===== config.mk =====
export PLATFORM = sky130hd
export DESIGN_NAME = l1_parity_guard
export DESIGN_NICKNAME = d
export VERILOG_FILES = /design/src/rtl/l1pg_pkg.sv /design/src/rtl/l1pg_ctrl.sv /design/src/rtl/l1pg_lpar.sv /design/src/rtl/l1pg_bank.sv /design/src/rtl/l1_parity_guard.sv
export SDC_FILE = /design/constraint.sdc
export NUM_CORES = 1
export LEC_CHECK = 0
export ABC_CLOCK_PERIOD_IN_PS = 1650
export CORE_MARGIN = 2
export CORE_UTILIZATION = 55
export CTS_BUF_LIST = sky130_fd_sc_hd__clkbuf_4 sky130_fd_sc_hd__clkbuf_8 sky130_fd_sc_hd__clkbuf_16
export CTS_CLUSTER_DIAMETER = 50
export DETAILED_ROUTE_END_ITERATION = 16
export PLACE_DENSITY = 0.83
export SKIP_LAST_GASP = 1
export SYNTH_ARGS = -nofsm -noshare
export SYNTH_HDL_FRONTEND = slang
export SYNTH_SLANG_ARGS = --single-unit

===== constraint.sdc =====
create_clock -name clk -period 1.65 [get_ports clk]
set_clock_uncertainty 0.05 [all_clocks]
set_input_delay 0.165 -clock clk [delete_from_list [all_inputs] [get_ports clk]]
set_output_delay 0.165 -clock clk [all_outputs]
set_load 0.1 [all_outputs]

===== src/rtl/l1pg_pkg.sv =====
package l1pg_pkg;
  localparam logic SIDE_INSTR = 1'b0;
  localparam logic SIDE_DATA  = 1'b1;

  typedef enum logic [1:0] {
    STK_BYTE  = 2'd0,
    STK_ZERO  = 2'd1,
    STK_ALLOC = 2'd2,
    STK_NONE  = 2'd3
  } st_kind_e;

  typedef struct packed {
    logic inject;
    logic check;
  } side_ctl_t;
endpackage


===== src/rtl/l1pg_ctrl.sv =====
module l1pg_ctrl
  import l1pg_pkg::*;
(
  input  logic      clk,
  input  logic      rst_n,
  input  logic      cfg_we,
  input  logic      cfg_sel,
  input  logic [1:0] cfg_wdata,
  output side_ctl_t ictl,
  output side_ctl_t dctl
);
  side_ctl_t ictl_q, ictl_d, dctl_q, dctl_d, wr_val;

  always_comb begin
    wr_val.check  = cfg_wdata[0];
    wr_val.inject = cfg_wdata[1] & cfg_wdata[0];
    ictl_d = ictl_q;
    dctl_d = dctl_q;
    if (cfg_we && cfg_sel == SIDE_INSTR) ictl_d = wr_val;
    if (cfg_we && cfg_sel == SIDE_DATA)  dctl_d = wr_val;
  end

  always_ff @(posedge clk or negedge rst_n) begin
    if (!rst_n) begin
      ictl_q <= '0;
      dctl_q <= '0;
    end else begin
      ictl_q <= ictl_d;
      dctl_q <= dctl_d;
    end
  end

  assign ictl = ictl_q;
  assign dctl = dctl_q;

  assert_inject_blocked_R2: assert property (@(posedge clk) disable iff (!rst_n)
    (cfg_we && !cfg_wdata[0]) |=> !($past(cfg_sel) ? dctl_q.inject : ictl_q.inject));

  assert_inject_needs_check_R2: assert property (@(posedge clk) disable iff (!rst_n)
    (ictl_q.inject |-> ictl_q.check) and (dctl_q.inject |-> dctl_q.check));
endmodule


===== src/rtl/l1pg_lpar.sv =====
module l1pg_lpar #(
  parameter int LB = 4
) (
  input  logic [LB*8-1:0] data,
  input  logic            flip,
  output logic [LB-1:0]   par
);
  for (genvar b = 0; b < LB; b++) begin : g_byte
    assign par[b] = (^data[b*8 +: 8]) ^ flip;
  end
endmodule


===== src/rtl/l1pg_bank.sv =====
module l1pg_bank #(
  parameter int LINES = 8,
  parameter int LB    = 4,
  localparam int AW   = $clog2(LINES),
  localparam int LW   = LB * 8
) (
  input  logic          clk,
  input  logic          rst_n,
  input  logic          fill_en,
  input  logic [AW-1:0] fill_line,
  input  logic [LW-1:0] fill_data,
  input  logic          fill_flip,
  input  logic [LB-1:0] st_be,
  input  logic [AW-1:0] st_line,
  input  logic [LW-1:0] st_data,
  input  logic          st_flip,
  input  logic [AW-1:0] rd_line,
  output logic [LW-1:0] rd_data,
  output logic [LB-1:0] rd_bad
);
  logic [LW-1:0] data_mem [LINES];
  logic [LB-1:0] par_mem  [LINES];
  logic [LB-1:0] fill_par, st_par, rd_calc;

  l1pg_lpar #(.LB(LB)) u_fill_par (.data(fill_data), .flip(fill_flip), .par(fill_par));
  l1pg_lpar #(.LB(LB)) u_st_par   (.data(st_data),   .flip(st_flip),   .par(st_par));
  l1pg_lpar #(.LB(LB)) u_rd_par   (.data(data_mem[rd_line]), .flip(1'b0), .par(rd_calc));

  // Array storage: no reset; a store byte takes priority over a fill byte.
  always_ff @(posedge clk) begin
    for (int l = 0; l < LINES; l++) begin
      for (int b = 0; b < LB; b++) begin
        if (st_be[b] && st_line == AW'(l)) begin
          data_mem[l][b*8 +: 8] <= st_data[b*8 +: 8];
          par_mem[l][b]         <= st_par[b];
        end else if (fill_en && fill_line == AW'(l)) begin
          data_mem[l][b*8 +: 8] <= fill_data[b*8 +: 8];
          par_mem[l][b]         <= fill_par[b];
        end
      end
    end
  end

  assign rd_data = data_mem[rd_line];
  assign rd_bad  = rd_calc ^ par_mem[rd_line];

  function automatic logic line_clean(input logic [LW-1:0] d, input logic [LB-1:0] p);
    logic ok;
    ok = 1'b1;
    for (int b = 0; b < LB; b++) if ((^d[b*8 +: 8]) != p[b]) ok = 1'b0;
    return ok;
  endfunction

  assert_clean_fill_R8: assert property (@(posedge clk) disable iff (!rst_n)
    (fill_en && !fill_flip && !(|st_be)) |=>
      line_clean(data_mem[$past(fill_line)], par_mem[$past(fill_line)]));
endmodule


===== src/rtl/l1_parity_guard.sv =====
module l1_parity_guard
  import l1pg_pkg::*;
#(
  parameter int LINES      = 8,
  parameter int LINE_BYTES = 4,
  localparam int AW = $clog2(LINES),
  localparam int BW = $clog2(LINE_BYTES),
  localparam int LW = LINE_BYTES * 8
) (
  input  logic          clk,
  input  logic          rst_n,
  input  logic          cfg_we,
  input  logic          cfg_sel,
  input  logic [1:0]    cfg_wdata,
  output logic [1:0]    icfg,
  output logic [1:0]    dcfg,
  input  logic          fill_en,
  input  logic          fill_side,
  input  logic [AW-1:0] fill_line,
  input  logic [LW-1:0] fill_data,
  input  logic          st_en,
  input  logic [1:0]    st_kind,
  input  logic [AW-1:0] st_line,
  input  logic [BW-1:0] st_byte,
  input  logic [7:0]    st_data,
  input  logic          rd_en,
  input  logic          rd_side,
  input  logic [AW-1:0] rd_line,
  output logic [LW-1:0] rd_data,
  output logic          rd_perr
);
  logic [1:0] rst_sync;
  logic       rst_n_int;

  always_ff @(posedge clk or negedge rst_n) begin
    if (!rst_n) rst_sync <= '0;
    else        rst_sync <= {rst_sync[0], 1'b1};
  end
  assign rst_n_int = rst_sync[1];

  side_ctl_t ictl, dctl;

  l1pg_ctrl u_ctrl (
    .clk(clk), .rst_n(rst_n_int), .cfg_we(cfg_we), .cfg_sel(cfg_sel),
    .cfg_wdata(cfg_wdata), .ictl(ictl), .dctl(dctl)
  );

  assign icfg = ictl;
  assign dcfg = dctl;

  // Store decode: byte enables and line-wide write data.
  logic [LINE_BYTES-1:0] st_be;
  logic [LW-1:0]         st_line_data;

  always_comb begin
    st_be        = '0;
    st_line_data = '0;
    if (st_en) begin
      case (st_kind_e'(st_kind))
        STK_BYTE: begin
          st_be[st_byte] = 1'b1;
          st_line_data   = {LINE_BYTES{st_data}};
        end
        STK_ZERO, STK_ALLOC: st_be = '1;
        default: st_be = '0;
      endcase
    end
  end

  logic [LW-1:0]         bank_rd  [2];
  logic [LINE_BYTES-1:0] bank_bad [2];
  logic                  side_chk [2];

  assign side_chk[0] = ictl.check;
  assign side_chk[1] = dctl.check;

  for (genvar s = 0; s < 2; s++) begin : g_side
    logic                  flip;
    logic [LINE_BYTES-1:0] be;
    assign flip = (s == 1) ? dctl.inject : ictl.inject;
    assign be   = (s == 1) ? st_be : '0;

    l1pg_bank #(.LINES(LINES), .LB(LINE_BYTES)) u_bank (
      .clk(clk), .rst_n(rst_n_int),
      .fill_en(fill_en && fill_side == 1'(s)), .fill_line(fill_line),
      .fill_data(fill_data), .fill_flip(flip),
      .st_be(be), .st_line(st_line), .st_data(st_line_data), .st_flip(flip),
      .rd_line(rd_line), .rd_data(bank_rd[s]), .rd_bad(bank_bad[s])
    );
  end

  logic [LW-1:0] rd_data_q, rd_data_d;
  logic          rd_perr_q, rd_perr_d;

  always_comb begin
    rd_data_d = rd_data_q;
    if (rd_en) rd_data_d = bank_rd[rd_side];
    rd_perr_d = rd_en && side_chk[rd_side] && (|bank_bad[rd_side]);
  end

  always_ff @(posedge clk or negedge rst_n_int) begin
    if (!rst_n_int) begin
      rd_data_q <= '0;
      rd_perr_q <= 1'b0;
    end else begin
      rd_data_q <= rd_data_d;
      rd_perr_q <= rd_perr_d;
    end
  end

  assign rd_data = rd_data_q;
  assign rd_perr = rd_perr_q;

  assert_perr_follows_read_R3: assert property (@(posedge clk) disable iff (!rst_n_int)
    rd_perr |-> $past(rd_en));

  assert_perr_needs_check_R7: assert property (@(posedge clk) disable iff (!rst_n_int)
    rd_perr |-> $past(rd_side ? dctl.check : ictl.check));
endmodule


==> results.md, run 1 <==
- Status: finished with violations
- Violated checks: negative setup slack
- First-pass GRT wire length: 131000 um
- Final WS setup: -1.32 ns
- Commonest non-fill, non-tap cells in the layout: 576 x edfxtp_1, 252 x buf_4, 140 x mux2_4, 132 x buf_12, 110 x mux4_2
- Crit-path cells: mux4_1 -> nor2_1 -> a221oi_1 -> xor2_1 -> xnor3_2 -> nand2_2 -> o41ai_4 -> a41oi_2
- Die Width: 232 um
- Total Wirelength: 96000 um
- Syn Area/Cell: 16.7 um^2
- Worst Path Arrival: 3.42 ns
- GRT overflow: 0
- GP Congestion: 0.892
- Vias in the first global route: 19700
- Via-to-Cell Ratio: 6.89
- Switching pwr: 10700 uW
- Root buffer cell: clkbuf_16
- Net Sw Frac: 0.269
- RSZ-0062 raised after global routing: yes
- Slew Limit Headroom: 0.436
- Maxcap violations: 0
- Crit Path Category: reg2reg
- Internal: 29000 uW
- Top Ports: 101
- H-tree depth: 2
- Pwr Density: 1040 mW/mm^2
- VDD IR max: 0.000885 V
- Syn Inst Count: 1716
- Critical Path Max Stage Delay: 0.69 ns
- Area Overhead vs Synth: 33.3%
- Core area: 0.0514 mm^2
- Drt drc: 0
- Clk buf depth: 3
- Least-Margin Pin Slew: 0.846 ns
- Sequential share of the synthesized area: 0.637
- Vias: 19700
- Die height: 232 um
- Reg2Reg Setup Slack: -1.32 ns
- Fin crit share: 1.80
- Rows: 83
- Fill count: 2551
- Combinational share of power: 0.188
- Setup TNS after final layout: -8.77 ns
- Critical Path Sink Type: flip-flop
- Wire length per cell: 33.7 um
- GRT Util Overall: 0.334
- Critical Path RT: 2.10 ns
- CP max-delay cell: a221oi_1
- Final Hold Vio Count: 0
- Clk pin slew, worst setup/hold paths: 0.07 ns
- Syn nets: 1782
- # setup viols final: 63
- HPWL after DPL: 53300 um
- Count of cell types in the netlist: 47
- FMAX: 0.336 GHz
- Final core occ: 0.744
- Clock sink count: 615
- Power share of the clock group: 0.357
- Lkg Pwr: 0.0140 uW
- Die area: 0.0540 mm^2
- Fin crit period: 2.97 ns
- Layout cells sized above 1: 0.481
- DR pass1 iterations: 6
- Crit path launch type: flip-flop
- DR iter-0 viols: 3149
- Post-route ant nets: 0
- Seq cells post-synth: 615
- Worst slack at placement: -1.42 ns
- Most common cell after layout, fill and taps aside: edfxtp_1
- Total power: 39700 uW
- TritonCTS Buffers: 59
- Sequential Power Share: 0.455
- Worst min-delay path category: in2reg
- Largest net degree at the start of global routing: 56
- Slew Viols, Final: 0
- Starting Density: 0.558
- Antenna diodes: 0
- Post-layout nets: 2187
- Synth Cell Area: 0.0287 mm^2
- Port bufs: 100
- Syn. warnings: 0
- Clock network latency to the later pin of the worst-skew pair: 0.64 ns
- CTS tree: yes
- Crit path max fanout: 2
- Antenna violations before repair: 1
## state kept, by name, summed over array words and instances, names as in the netlist
| name | flops |
|---|---|
| rst_sync | 2 |
| rd_perr | 1 |
| g_side.u_bank.data_mem | 512 |
| u_ctrl.ictl | 2 |
| u_ctrl.dctl | 2 |
| rd_data | 32 |
| g_side.u_bank.par_mem | 64 |
## path summary, 6_finish.rpt
kind | start | endpoint | depth (start not counted)
worst min-delay path | fill_data[0] | g_side[0].u_bank.data_mem[7][0]$_DFFE_PP_ | 2
max in group asynchronous | rst_sync[1]$_DFF_PN0_ | u_ctrl.dctl[1]$_DFFE_PN0P_ | 1
worst max register to register | g_side[0].u_bank.data_mem[6][28]$_DFFE_PP_ | rd_perr$_DFF_PN0_ | 8
min in group asynchronous | rst_n | rst_sync[1]$_DFF_PN0_ | 2
worst max-delay path | g_side[0].u_bank.data_mem[6][28]$_DFFE_PP_ | rd_perr$_DFF_PN0_ | 8
worst min register to register | rst_sync[1]$_DFF_PN0_ | rd_data[12]$_DFFE_PN0P_ | 1
## metrics by stage
stage	cell area [um^2]	instances	hold WS, ns
after global routing	38300	2851	0.0516
after CTS	37700	2840	0.0449
after global placement	34900	2698	0.277
final	38300	2851	0.0363
after floorplan	30000	1716	-0.181
after detailed placement	34900	2698	0.288
## kinds of logic (layout without fill, tap and decap cells)
group,Yosys count,in the layout,share of synthesized area
flops,615,615,0.637
mux,495,495,0.239
simple gates,184,184,0.0286
compound gates,170,170,0.0327
buf+inv,148,603,0.0273
xor+xnor,101,101,0.0342
fa+ha+maj,2,2,0.000872
other cells,1,1,0.000131
## metal layers
metal,GRT usage,routed length (um),vias to the layer above
li1,-,-,7498
met1,0.443,31400,9754
met2,0.543,46300,2005
met3,0.0694,13000,394
met4,0.136,5310,0
met5,0,0,-
## power by group through the flow
stage | logic (uW) | registers (uW) | clock network [uW]
after floorplan | 2820 | 19000 | 0
after global placement | 5980 | 18300 | 0
after detailed placement | 6210 | 18300 | 0
after CTS | 6710 | 18000 | 13800
after global routing | 7600 | 18100 | 14600
final | 7440 | 18100 | 14200
## cell type report
cell class / instances / area [um^2] / share of cell area
Multi-Input combinational cell: 953 / 11500 / 0.300
Clock buffer: 77 / 1670 / 0.0436
Tap cell: 680 / 851 / 0.0222
Clock inverter: 34 / 324 / 0.00847
Sequential cell: 615 / 18300 / 0.478
Inverter: 12 / 62.6 / 0.00164
Timing Repair Buffer: 480 / 5580 / 0.146
## cells in the mapped netlist, drive strengths merged
cell    number  area share
a21oi       16      0.0028
a221oi      12      0.0037
a22oi       10      0.0026
a31o         1     0.00031
a41oi        1     0.00031
and2         1     0.00022
and2b        1     0.00026
and3        10      0.0022
and3b        1     0.00031
buf         64       0.016
clkbuf      72      0.0098
clkinv       1     0.00013
conb         1     0.00013
dfrtp       39       0.034
edfxtp     576        0.60
ha           2     0.00087
inv         11      0.0014
mux2       241       0.095
mux2i      132       0.047
mux4       122       0.098
nand2       77       0.010
nand2b       8      0.0017
nand3        9      0.0016
nand3b       4      0.0010
nor2        55      0.0072
nor2b        7      0.0015
nor3         4     0.00070
nor3b        1     0.00026
o211ai       2     0.00052
o21ai      127       0.022
o41ai        1     0.00031
or2          2     0.00044
or3          1     0.00022
or3b         3     0.00092
xnor2       66       0.020
xnor3        7      0.0055
xor2        28      0.0085
## critical path: cells and delay by family (launching register included)
kind / cells / cell delay (ns)
AO/OA/AOI/OAI: 3 / 1.11
AND/OR/NAND/NOR: 2 / 0.15
flip-flops: 1 / 0.34
XOR/XNOR: 2 / 0.96
multiplexers: 1 / 0.22
## repair_timing
action / 4_1_cts / 5_1_grt
setup buffers: 27 / 6
endpoints found under the hold margin: 6 / 5
gates cloned: 4 / 5
pin swaps: 22 / 21
gates resized for setup: 116 / 91
hold buffers: 2 / 1
setup endpoints to repair: 433 / 240
Note: power is estimated with default switching activity, not from simulation.
==> run 2, diff against run 1 <==
--- a/config.mk
+++ b/config.mk
@@ -5,13 +5,12 @@
 export SDC_FILE = /design/constraint.sdc
 export NUM_CORES = 1
 export LEC_CHECK = 0
-export ABC_CLOCK_PERIOD_IN_PS = 1650
-export CORE_MARGIN = 2
+export ABC_CLOCK_PERIOD_IN_PS = 2500
 export CORE_UTILIZATION = 55
 export CTS_BUF_LIST = sky130_fd_sc_hd__clkbuf_4 sky130_fd_sc_hd__clkbuf_8 sky130_fd_sc_hd__clkbuf_16
 export CTS_CLUSTER_DIAMETER = 50
 export DETAILED_ROUTE_END_ITERATION = 16
-export PLACE_DENSITY = 0.83
+export PLACE_DENSITY = 0.86
 export SKIP_LAST_GASP = 1
 export SYNTH_ARGS = -nofsm -noshare
 export SYNTH_HDL_FRONTEND = slang
==> constraint.sdc (replaced) <==
create_clock -name clk -period 2.5 [get_ports clk]
set_clock_uncertainty 0.05 [all_clocks]
set_input_delay 0.25 -clock clk [delete_from_list [all_inputs] [get_ports clk]]
set_output_delay 0.25 -clock clk [all_outputs]
set_load 0.1 [all_outputs]
==> results.md, run 2 (synthesis gave the netlist of run 1 again) <==
- Status: finished with violations
- Violated checks: negative setup slack
- Biggest register: g_side.u_bank.data_mem
- Root buffer cell: clkbuf_16
- Rows: 83
- TritonCTS Buffers: 60
- Starting Density: 0.558
- Vias in the first global route: 18000
- VDD IR max: 0.000564 V
- Largest net degree at the start of global routing: 39
- # setup viols final: 1
- Sequential Power Share: 0.472
- DR pass1 iterations: 6
- Critical Path Max Stage Delay: 0.53 ns
- Final Hold Vio Count: 0
- Worst slack at placement: -0.515 ns
- Die area: 0.0531 mm^2
- HPWL after DPL: 50100 um
- Lkg Pwr: 0.0122 uW
- Worst Setup SP: g_side[0].u_bank.data_mem[4][23]$_DFFE_PP_
- DR iter-0 viols: 2550
- Fin cells: 2742
- Crit Path Category: reg2reg
- Power share of the clock group: 0.381
- Critical Path RT: 2.93 ns
- Final WS setup: -0.207 ns
- Worst min-delay path category: in2reg
- FMAX: 0.369 GHz
- Layout cells sized above 1: 0.381
- Internal: 18800 uW
- Via-to-Cell Ratio: 6.40
- Wire length per cell: 28.2 um
- CP max-delay cell: mux4_1
- Core area: 0.0514 mm^2
- Worst hold start: rd_en
- Largest register FFs: 512
- Slew Viols, Final: 0
- First-pass GRT wire length: 114000 um
- Switching pwr: 6300 uW
- Crit path max fanout: 2
- Area Overhead vs Synth: 19.7%
- Fill count: 3129
- Net Sw Frac: 0.251
- Final core occ: 0.668
- Total power: 25100 uW
- Port bufs: 100
- GRT Util Overall: 0.294
- Least-Margin Pin Slew: 0.985 ns
- Antenna violations before repair: 3
- Total Wirelength: 77200 um
- Slew Limit Headroom: 0.339
- Worst Path Arrival: 3.13 ns
- GRT overflow: 0
- Combinational share of power: 0.147
- Cell repeated most along the worst path: xnor3_1
- Setup TNS after final layout: -0.207 ns
- H-tree depth: 2
- Vias: 17600
- Die height: 230 um
- Clk pin slew, worst setup/hold paths: 0.06 ns
- GP Congestion: 0.956
- Clock network latency to the later pin of the worst-skew pair: 0.64 ns
- Placed Cells: 2626
- Post-route ant nets: 0
- Fin crit period: 2.71 ns
- Commonest non-fill, non-tap cells in the layout: 576 x edfxtp_1, 271 x buf_4, 240 x mux2_2, 126 x mux2i_1, 108 x mux4_2
- Top Ports: 101
- Clock sink count: 615
- Post-layout nets: 2076
- Drt drc: 0
- Fin crit share: 1.08
- Critical Path Sink Type: flip-flop
- Clk buf depth: 3
- CTS tree: yes
- Pwr Density: 731 mW/mm^2
- Crit-path cells: mux4_1 -> mux2_2 -> xor2_2 -> xnor3_1 -> xnor3_1 -> nand2_1 -> o41ai_2 -> buf_4 -> a41oi_1
- Crit path launch type: flip-flop
- RSZ-0062 raised after global routing: yes
- Worst R2R Start: g_side[0].u_bank.data_mem[4][23]$_DFFE_PP_
- Most common cell after layout, fill and taps aside: edfxtp_1
- Maxcap violations: 0
- Die Width: 230 um
[run 2: cell types whose count changed in the layout (fill, tap and decap cells not counted), moves of 20 or more]
| cell | before | now |
|---|---|---|
| o21ai_4 | 40 | 0 |
| mux2i_1 | 100 | 126 |
| buf_12 | 132 | 33 |
| mux2_4 | 140 | 1 |
| xnor2_1 | 39 | 63 |
| mux2_2 | 101 | 240 |
| buf_6 | 27 | 2 |
| xnor2_2 | 25 | 3 |
| o21ai_0 | 51 | 89 |
| clkdlybuf4s50_1 | 38 | 58 |
| o21ai_1 | 7 | 36 |
| o21ai_2 | 29 | 2 |
[run 2: layout make-up]
class                           instances  area (um^2)  area share
Sequential cell                       615        18300       0.532
Multi-Input combinational cell        953         9770       0.284
Timing Repair Buffer                  368         3320      0.0967
Clock buffer                           73         1640      0.0477
Tap cell                              680          851      0.0248
Clock inverter                         40          450      0.0131
Inverter                               12         45.0     0.00131
Antenna cell                            1         2.50   0.0000728
[run 2: worst max-delay path, delay by kind of cell (launching register included)]
| kind | cells | cell delay [ns] |
|---|---|---|
| DFF | 1 | 0.42 |
| buffers and inverters | 1 | 0.17 |
| and+or+nand+nor | 1 | 0.07 |
| AOI/OAI and AO/OA | 2 | 0.24 |
| xor gates and xnor gates | 3 | 0.75 |
| muxes | 2 | 0.86 |
[run 2: layer usage]
layer  routed length [um]  global-route usage  up-vias
met5                   27                   0        -
met4                 2830               0.111        4
met3                 9460              0.0677      203
met2                36800               0.469     1252
met1                28100               0.395     8803
li1                     -                   -     7296
[run 2: path summary, 6_finish.rpt]
kind                       cells after the start                      to  slack, ns
max                                            9       rd_perr$_DFF_PN0_      -0.21
min                                            3  rd_data[7]$_DFFE_PN0P_       0.10
max reg2reg                                    9       rd_perr$_DFF_PN0_      -0.21
min reg2reg                                    0   rst_sync[1]$_DFF_PN0_       0.33
max in group asynchronous                      0       rd_perr$_DFF_PN0_       1.39
min in group asynchronous                      2   rst_sync[0]$_DFF_PN0_       0.30
[run 2: power groups by stage]
stage / Combinational (uW) / Sequential (uW) / Clock, uW
floorplan: 1680 / 12500 / 0
global placement: 3400 / 12000 / 0
detailed placement: 3520 / 12100 / 0
CTS: 3620 / 11900 / 9600
global route: 3810 / 11900 / 10000
finish: 3680 / 11900 / 9570
[run 2: stage by stage]
stage	hold slack, ns	instance area [um^2]
after floorplan	-0.0956	28700
after global placement	0.286	32200
after detailed placement	0.304	32200
after CTS	0.0774	34300
after global routing	0.112	34400
final	0.101	34400
[run 2: what timing repair did]
action / CTS / global route
pin swaps: 4 / 3
setup buffers: 1 / 0
endpoints found under the hold margin: 2 / 0
endpoints found under the setup margin: 1 / 1
hold buffers: 1 / 0
cloned: 0 / 0
resized for setup: 12 / 8
